`src/rtl/vcap_pkg.sv`:
```
package vcap_pkg;

   typedef enum logic [1:0] {
      CAP_LIMITED = 2'd0,
      CAP_SINGLE  = 2'd1,
      CAP_CONT    = 2'd2,
      CAP_RSVD    = 2'd3
   } cap_mode_e;

   function automatic cap_mode_e decode_mode(input logic cont, input logic single);
      case ({cont, single})
         2'b00:   return CAP_LIMITED;
         2'b01:   return CAP_SINGLE;
         2'b10:   return CAP_CONT;
         default: return CAP_RSVD;
      endcase
   endfunction

endpackage

```
`src/rtl/vcap_mode_dec.sv`:
```
module vcap_mode_dec
   import vcap_pkg::*;
(
   input  logic      cfg_cont,
   input  logic      cfg_single,
   output cap_mode_e mode_o
);
   always_comb mode_o = decode_mode(cfg_cont, cfg_single);
endmodule

```
`src/rtl/vcap_status.sv`:
```
module vcap_status (
   input  logic clk,
   input  logic rst_n,
   input  logic set_i,
   input  logic clr_i,
   input  logic ack_i,
   input  logic irq_en,
   output logic flag_o,
   output logic pend_o,
   output logic irq_o
);
   // hardware set always wins over a same-cycle software clear
   always_ff @(posedge clk or negedge rst_n) begin
      if (!rst_n) begin
         flag_o <= 1'b0;
         pend_o <= 1'b0;
      end else begin
         if (set_i)      flag_o <= 1'b1;
         else if (clr_i) flag_o <= 1'b0;
         if (set_i)      pend_o <= 1'b1;
         else if (ack_i) pend_o <= 1'b0;
      end
   end

   always_comb irq_o = pend_o & irq_en;
endmodule

```
`src/rtl/vcap_gate.sv`:
```
module vcap_gate
   import vcap_pkg::*;
#(
   parameter int GRACE_FRAMES = 1
) (
   input  logic      clk,
   input  logic      rst_n,
   input  logic      cap_en,
   input  cap_mode_e mode,
   input  logic      sof,
   input  logic      blk_end,
   input  logic      data_vld,
   input  logic      flag,
   output logic      wr_en,
   output logic      frame_end,
   output logic      in_frame,
   output logic      halted
);
   localparam int CNT_W = (GRACE_FRAMES < 2) ? 1 : $clog2(GRACE_FRAMES + 1);

   logic go;
   logic accept;
   logic grace_full;
   logic grace_step;

   generate
      if (GRACE_FRAMES < 1) begin : g_bad
         $error("vcap_gate: GRACE_FRAMES must be at least 1");
      end
   endgenerate

   assign grace_step = frame_end & flag & (mode == CAP_LIMITED) & ~grace_full;

   generate
      if (GRACE_FRAMES == 1) begin : g_bit
         logic used_q;
         always_ff @(posedge clk or negedge rst_n) begin
            if (!rst_n)          used_q <= 1'b0;
            else if (!flag)      used_q <= 1'b0;
            else if (grace_step) used_q <= 1'b1;
         end
         assign grace_full = used_q;
      end else begin : g_cnt
         localparam logic [CNT_W-1:0] LIMIT = CNT_W'(GRACE_FRAMES);
         logic [CNT_W-1:0] cnt_q;
         always_ff @(posedge clk or negedge rst_n) begin
            if (!rst_n)          cnt_q <= '0;
            else if (!flag)      cnt_q <= '0;
            else if (grace_step) cnt_q <= cnt_q + 1'b1;
         end
         assign grace_full = (cnt_q == LIMIT);
      end
   endgenerate

   always_comb begin
      case (mode)
         CAP_LIMITED: go = ~(flag & grace_full);
         CAP_SINGLE:  go = ~flag;
         CAP_CONT:    go = 1'b1;
         default:     go = 1'b0;
      endcase
      go = go & cap_en;
   end

   assign accept    = sof & go;
   assign frame_end = cap_en & in_frame & blk_end;
   assign wr_en     = data_vld & cap_en & (in_frame | accept);
   assign halted    = ~(cap_en & in_frame) & ~go;

   always_ff @(posedge clk or negedge rst_n) begin
      if (!rst_n) in_frame <= 1'b0;
      else        in_frame <= cap_en & ((accept & ~blk_end) | (in_frame & ~blk_end));
   end
endmodule

```
`src/rtl/vcap_frame_ctrl.sv`:
```
module vcap_frame_ctrl
   import vcap_pkg::*;
#(
   parameter int GRACE_FRAMES = 1
) (
   input  logic clk,
   input  logic rst_n,
   input  logic cap_en,
   input  logic cfg_cont,
   input  logic cfg_single,
   input  logic irq_en,
   input  logic sof,
   input  logic blk_end,
   input  logic data_vld,
   input  logic done_clr,
   input  logic irq_ack,
   output logic fifo_wr_en,
   output logic frm_done,
   output logic irq_pend,
   output logic irq,
   output logic halted
);
   cap_mode_e mode;
   logic      frame_end;
   logic      in_frame_q;

   vcap_mode_dec u_dec (
      .cfg_cont   (cfg_cont),
      .cfg_single (cfg_single),
      .mode_o     (mode)
   );

   vcap_gate #(.GRACE_FRAMES(GRACE_FRAMES)) u_gate (
      .clk       (clk),
      .rst_n     (rst_n),
      .cap_en    (cap_en),
      .mode      (mode),
      .sof       (sof),
      .blk_end   (blk_end),
      .data_vld  (data_vld),
      .flag      (frm_done),
      .wr_en     (fifo_wr_en),
      .frame_end (frame_end),
      .in_frame  (in_frame_q),
      .halted    (halted)
   );

   vcap_status u_stat (
      .clk    (clk),
      .rst_n  (rst_n),
      .set_i  (frame_end),
      .clr_i  (done_clr),
      .ack_i  (irq_ack),
      .irq_en (irq_en),
      .flag_o (frm_done),
      .pend_o (irq_pend),
      .irq_o  (irq)
   );
endmodule

```
`config.mk`:
```
export PLATFORM = sky130hd
export DESIGN_NAME = vcap_frame_ctrl
export DESIGN_NICKNAME = d
export VERILOG_FILES = /design/src/rtl/vcap_pkg.sv /design/src/rtl/vcap_mode_dec.sv /design/src/rtl/vcap_status.sv /design/src/rtl/vcap_gate.sv /design/src/rtl/vcap_frame_ctrl.sv
export SDC_FILE = /design/constraint.sdc
export NUM_CORES = 1
export LEC_CHECK = 0
export CORE_AREA = 3 3 40 42
export DETAILED_ROUTE_END_ITERATION = 8
export DIE_AREA = 0 0 43 45
export HOLD_SLACK_MARGIN = 0.02
export PLACE_DENSITY = 0.45
export SYNTH_ARGS = -nofsm -noshare
export SYNTH_HDL_FRONTEND = slang
export SYNTH_SLANG_ARGS = --single-unit
```
`constraint.sdc`:
```
create_clock -name clk -period 1.75 [get_ports clk]
set_clock_uncertainty 0.2 [all_clocks]
set_input_delay 0.35 -clock clk [delete_from_list [all_inputs] [get_ports clk]]
set_output_delay 0.35 -clock clk [all_outputs]
set_load 0.01 [all_outputs]
```
* After elaboration in Yosys (flattened, before gate mapping)
Cells that the tools add are included.
Storage, ports and cells: flip-flop bits (word level) 4, input port bits 11, output and inout port bits 5, word-level logic and storage cells 44
Cells by class: equal/unequal tests 5, muxes and demuxes 8, bitwise logic cells 23, reductions and logical operators 4
Operators by type and width (count):
- $and A1 B1 Y1 | 15
- $mux W1 | 6
- $not A1 Y1 | 6
- $pmux W2 S3 | 1
- $eq A2 B1 Y1 const B | 2
- $eq A2 B2 Y1 const B | 2
- $logic_not A2 Y1 | 2
- $reduce_bool A2 Y1 | 2
- $pmux W1 S3 | 1
- $ne A2 B2 Y1 const B | 1
- $or A1 B1 Y1 | 2

* Depth between registers and ports, before layout
depth after elaboration 9, mapped depth 3, gate-level depth less buffers 3

* Modules after synthesis
A second synthesis with hierarchy kept.
Unflattened totals: cells, all modules 24, area, all modules 225.2 um^2
By module, submodules not included:
- vcap_gate | times used 1, cells an instance 15, area an instance 138.9 um^2, seq. area each 50.0 um^2
- vcap_status | times used 1, cells an instance 7, area an instance 78.8 um^2, seq. area each 50.0 um^2
- vcap_mode_dec | times used 1, cells an instance 2, area an instance 7.5 um^2, seq. area each 0.0 um^2

* Worst setup path after synthesis
No wires, ideal clock.
path kind register -> output, from register u_stat.flag_o, to output fifo_wr_en, arrival time 0.998 ns, required time 1.200 ns, path slack 0.202 ns, stages on the path, launching flop included 4, buffers on the path 0, cells stage by stage dfrtp_1 nor2_1 a211oi_4 nor3_1
On the way: cells in the longest elaborated chain, start to end 7, elaborated cells on any way between the ends 8, classes of those cells mux (1); bitwise (7)
Ends and longest elaborated chain:
- start: declaration | RTL line vcap_status.sv:8 | output logic flag_o,
- start signal: assignment | RTL line vcap_status.sv:15 | flag_o <= 1'b0;
- start signal: assignment | RTL line vcap_status.sv:18 | if (set_i) flag_o <= 1'b1;
- start signal: assignment | RTL line vcap_status.sv:19 | else if (clr_i) flag_o <= 1'b0;
- $and A1 B1 Y1 | RTL line vcap_gate.sv:57 | CAP_LIMITED: go = ~(flag & grace_full);
- $not A1 Y1 | RTL line vcap_gate.sv:57
- $pmux W1 S3 (*) | RTL line vcap_gate.sv:56 | case (mode)
- $and A1 B1 Y1 (*) | RTL line vcap_gate.sv:62 | go = go & cap_en;
- $and A1 B1 Y1 (*) | RTL line vcap_gate.sv:65 | assign accept = sof & go;
- $or A1 B1 Y1 (*) | RTL line vcap_gate.sv:67 | assign wr_en = data_vld & cap_en & (in_frame | accept);
- $and A1 B1 Y1 (*) | RTL line vcap_gate.sv:67
- end: declaration | RTL line vcap_frame_ctrl.sv:17 | output logic fifo_wr_en,
Mark *: on every way between the ends. The rest lies on a longest branch, timed or not.

* Final worst setup path
from input data_vld, to output fifo_wr_en
On the way: cells in the longest elaborated chain, start to end 2
Ends and longest elaborated chain:
- start: declaration | RTL line vcap_frame_ctrl.sv:14 | input logic data_vld,
- $and A1 B1 Y1 (2 in series) | RTL line vcap_gate.sv:67
No other way between the ends.

==> qor.yml <==
synth-seq-cells: 4
clk-insertion-delay-late_ns: 0.24
r2r-start: "u_stat.flag_o$_DFFE_PN0P_"
end_kind: "primary output"
chipWidth_um: 43
io_buffers: 15
grt_pass1_vias: 287
core-area_mm2: 0.001285
slew-limit-headroom_pct: 84.71
grt_max_degree: 5
htreeDepth: 1
yosysUniqueCellTypes: 14
pwr_density_cell_mw_per_mm2: 577.8
clock-sinks: 4
cts_tree: "built"
vias_per_cell: 4.048
die-area_mm2: 0.001935
place_ws_ns: -0.7058
final_hold_viol_count: 0
synth_top_family_by_area: "simple AND/OR/NAND/NOR gates"
synthXorXnorAreaFrac_pct: 0
wl_um: 703
cts_buffer_depth: 2
fillCellCount: 140
ys_top_cells_by_count: "4 x dfrtp_1, 3 x inv_1, 2 x nand2_1, 2 x nor2_1"
hold_slack_ns: 0.1207
drv_cap: 0
violations: "setup timing"
io_pins: 16
required_ns: 1.20
grt_usage_pct: 9.607
synth_edf_count: 0
synthAdderAreaFrac_pct: 0
rsz0062_at_grt: "true"
syn_area_per_cell_um2: 10.67
syn_to_final_growth_pct: 124.6
grt-ovfl-total: 0
layout_min_cycle_time_ns: 1.789
grt_antenna_before_repair: 0
r2r_setup_slack_ns: 0.14
hold_path_class: "in -> async"
grt_pass1_wl_mm: 1.297
synth.area.top_cells: "dfrtp_1 45%, a211oi_4 8.9%, o41ai_2 7.3%"
setup_violations: 1
crit_fanout: 1
synthFlopType: "dfrtp_1"
gp_routability_congestion: 0.7781
antenna_left: 0
root_buffer: "clkbuf_4"
synthMuxAreaShare_pct: 0
reg2reg_depth: 7
cts_buffers: 3
reg2reg_to: "u_gate.in_frame$_DFF_PN0_"
crit_path_start_kind: "input pin"
synth_area_um2: 224.0
final_nets: 61
synthArstFlopShare_pct: 100.0
synth_compound_area_share_pct: 20.67
max_freq_ghz: 0.5589
critPathLaunch: "data_vld"
ir_drop_mv: 0.3755
critical_path_arrival_ns: 1.24
p_leak_nw: 0.2548
yosysMostFrequentCell: "dfrtp_1"
dr.first_iter.drc_count: 1
num_vias: 255
drv_slew: 0
drive_gt1_share_pct: 52.08
ctsHoldBuffers: 0
timing.final.ws_setup_ns: -0.03916
clk_pin_slew_ns: 0.04
status: "finished with violations"
finalCritPeriodShare_pct: 102.2
final_area_um2: 503.0
yosys.area.top_type_share_pct: 44.69
wl_per_cell_um: 11.16
synth_top_area_cell: "dfrtp_1"
firstDrtPassIters: 3
seq_area_frac_synth_pct: 44.69
syn_nets: 32
yosysWarnings: 0
drc: 0
synth_cells: 21
critPathKind: "in -> out"
worstMarginPinSlew_ns: 0.2269
initial_core_util_pct: 17.43
dpl-instance-area_um2: 437.9
rows: 13
die-height_um: 45
num_antenna_cells: 0
synth-simple-area-share_pct: 29.61
## kinds of logic after synthesis
logic type | Yosys count
compound gates | 4
buf+inv | 3
flops | 4
simple gates | 10
## worst max-delay path, cell delays in order
cell and delay, ns:
clkdlybuf4s50_1 0.48, nand2_2 0.08, nor3_4 0.18, buf_2 0.15
## timing repair
item	4_1_cts	5_1_grt
resized for setup	20	7
setup endpoints to repair	4	3
buffers inserted	2	1
pin swaps	3	2
## stage by stage
| step | util (%) | instances | setup TNS, ns | power [mW] |
|---|---|---|---|---|
| final | 39.14 | 63 | -0.03916 | 0.2906 |
| after floorplan | - | 21 | 0 | 0.1158 |
| after global placement | 34.08 | 57 | -1.512 | 0.1637 |
| after CTS | 36.61 | 62 | -0.01444 | 0.2880 |
| after detailed placement | 34.08 | 57 | -1.664 | 0.1648 |
| after global routing | 39.14 | 63 | -0.08668 | 0.3119 |
## routing by layer
| layer | GRT usage, % | share of wire (%) | vias up |
|---|---|---|---|
| met4 | 3.614 | 0 | 0 |
| met3 | 6.773 | 11 | 0 |
| met1 | 10.46 | 44 | 114 |
| met5 | 0 | 0 | - |
| li1 | - | - | 124 |
| met2 | 14.67 | 46 | 17 |
## flip-flops by register name (all words and copies together) (netlist names)
name and count:
u_gate.g_bit.used_q 1, u_gate.in_frame 1, u_stat.flag_o 1, u_stat.pend_o 1
## cell usage in the layout (no fill, tap or decap), drive strengths merged
master | Yosys | layout
nand2b | 2 | 2
nor3 | 1 | 1
buf | 0 | 12
dlygate4sd2 | 0 | 3
dfrtp | 4 | 4
nand3 | 1 | 1
clkdlybuf4s50 | 0 | 7
dlymetal6s2s | 0 | 1
o41ai | 1 | 1
a211oi | 1 | 1
nor2 | 2 | 2
clkbuf | 0 | 3
and2 | 1 | 1
o21ai | 2 | 2
clkdlybuf4s15 | 0 | 1
nand2 | 2 | 2
inv | 3 | 3
nor4b | 1 | 1
## how the worst max path moves through the flow
stage / end / slack (ns) / cells after the start
detailed placement: halted / -0.71 / 5
floorplan: fifo_wr_en / 0.20 / 3
global placement: halted / -0.66 / 5
CTS: fifo_wr_en / -0.01 / 5
finish: fifo_wr_en / -0.04 / 4
global route: fifo_wr_en / -0.07 / 4
## area by class of cell
cell class | instances | area, um2 | share of cell area, %
clock buffers | 3 | 22.52 | 4.478
flip-flops and latches | 4 | 100.1 | 19.90
repair buffers | 24 | 211.5 | 42.04
well taps | 15 | 18.77 | 3.731
multi-input cells | 14 | 138.9 | 27.61
inverters | 3 | 11.26 | 2.239
## power by group
group	total [mW]	internal (mW)	switching (mW)	leakage (nW)
logic	0.0772	0.0493	0.0279	0.186
clock network	0.115	0.0767	0.0383	0.0138
registers	0.0984	0.0957	0.00266	0.0551
Note: power is estimated with default switching activity, not from simulation.
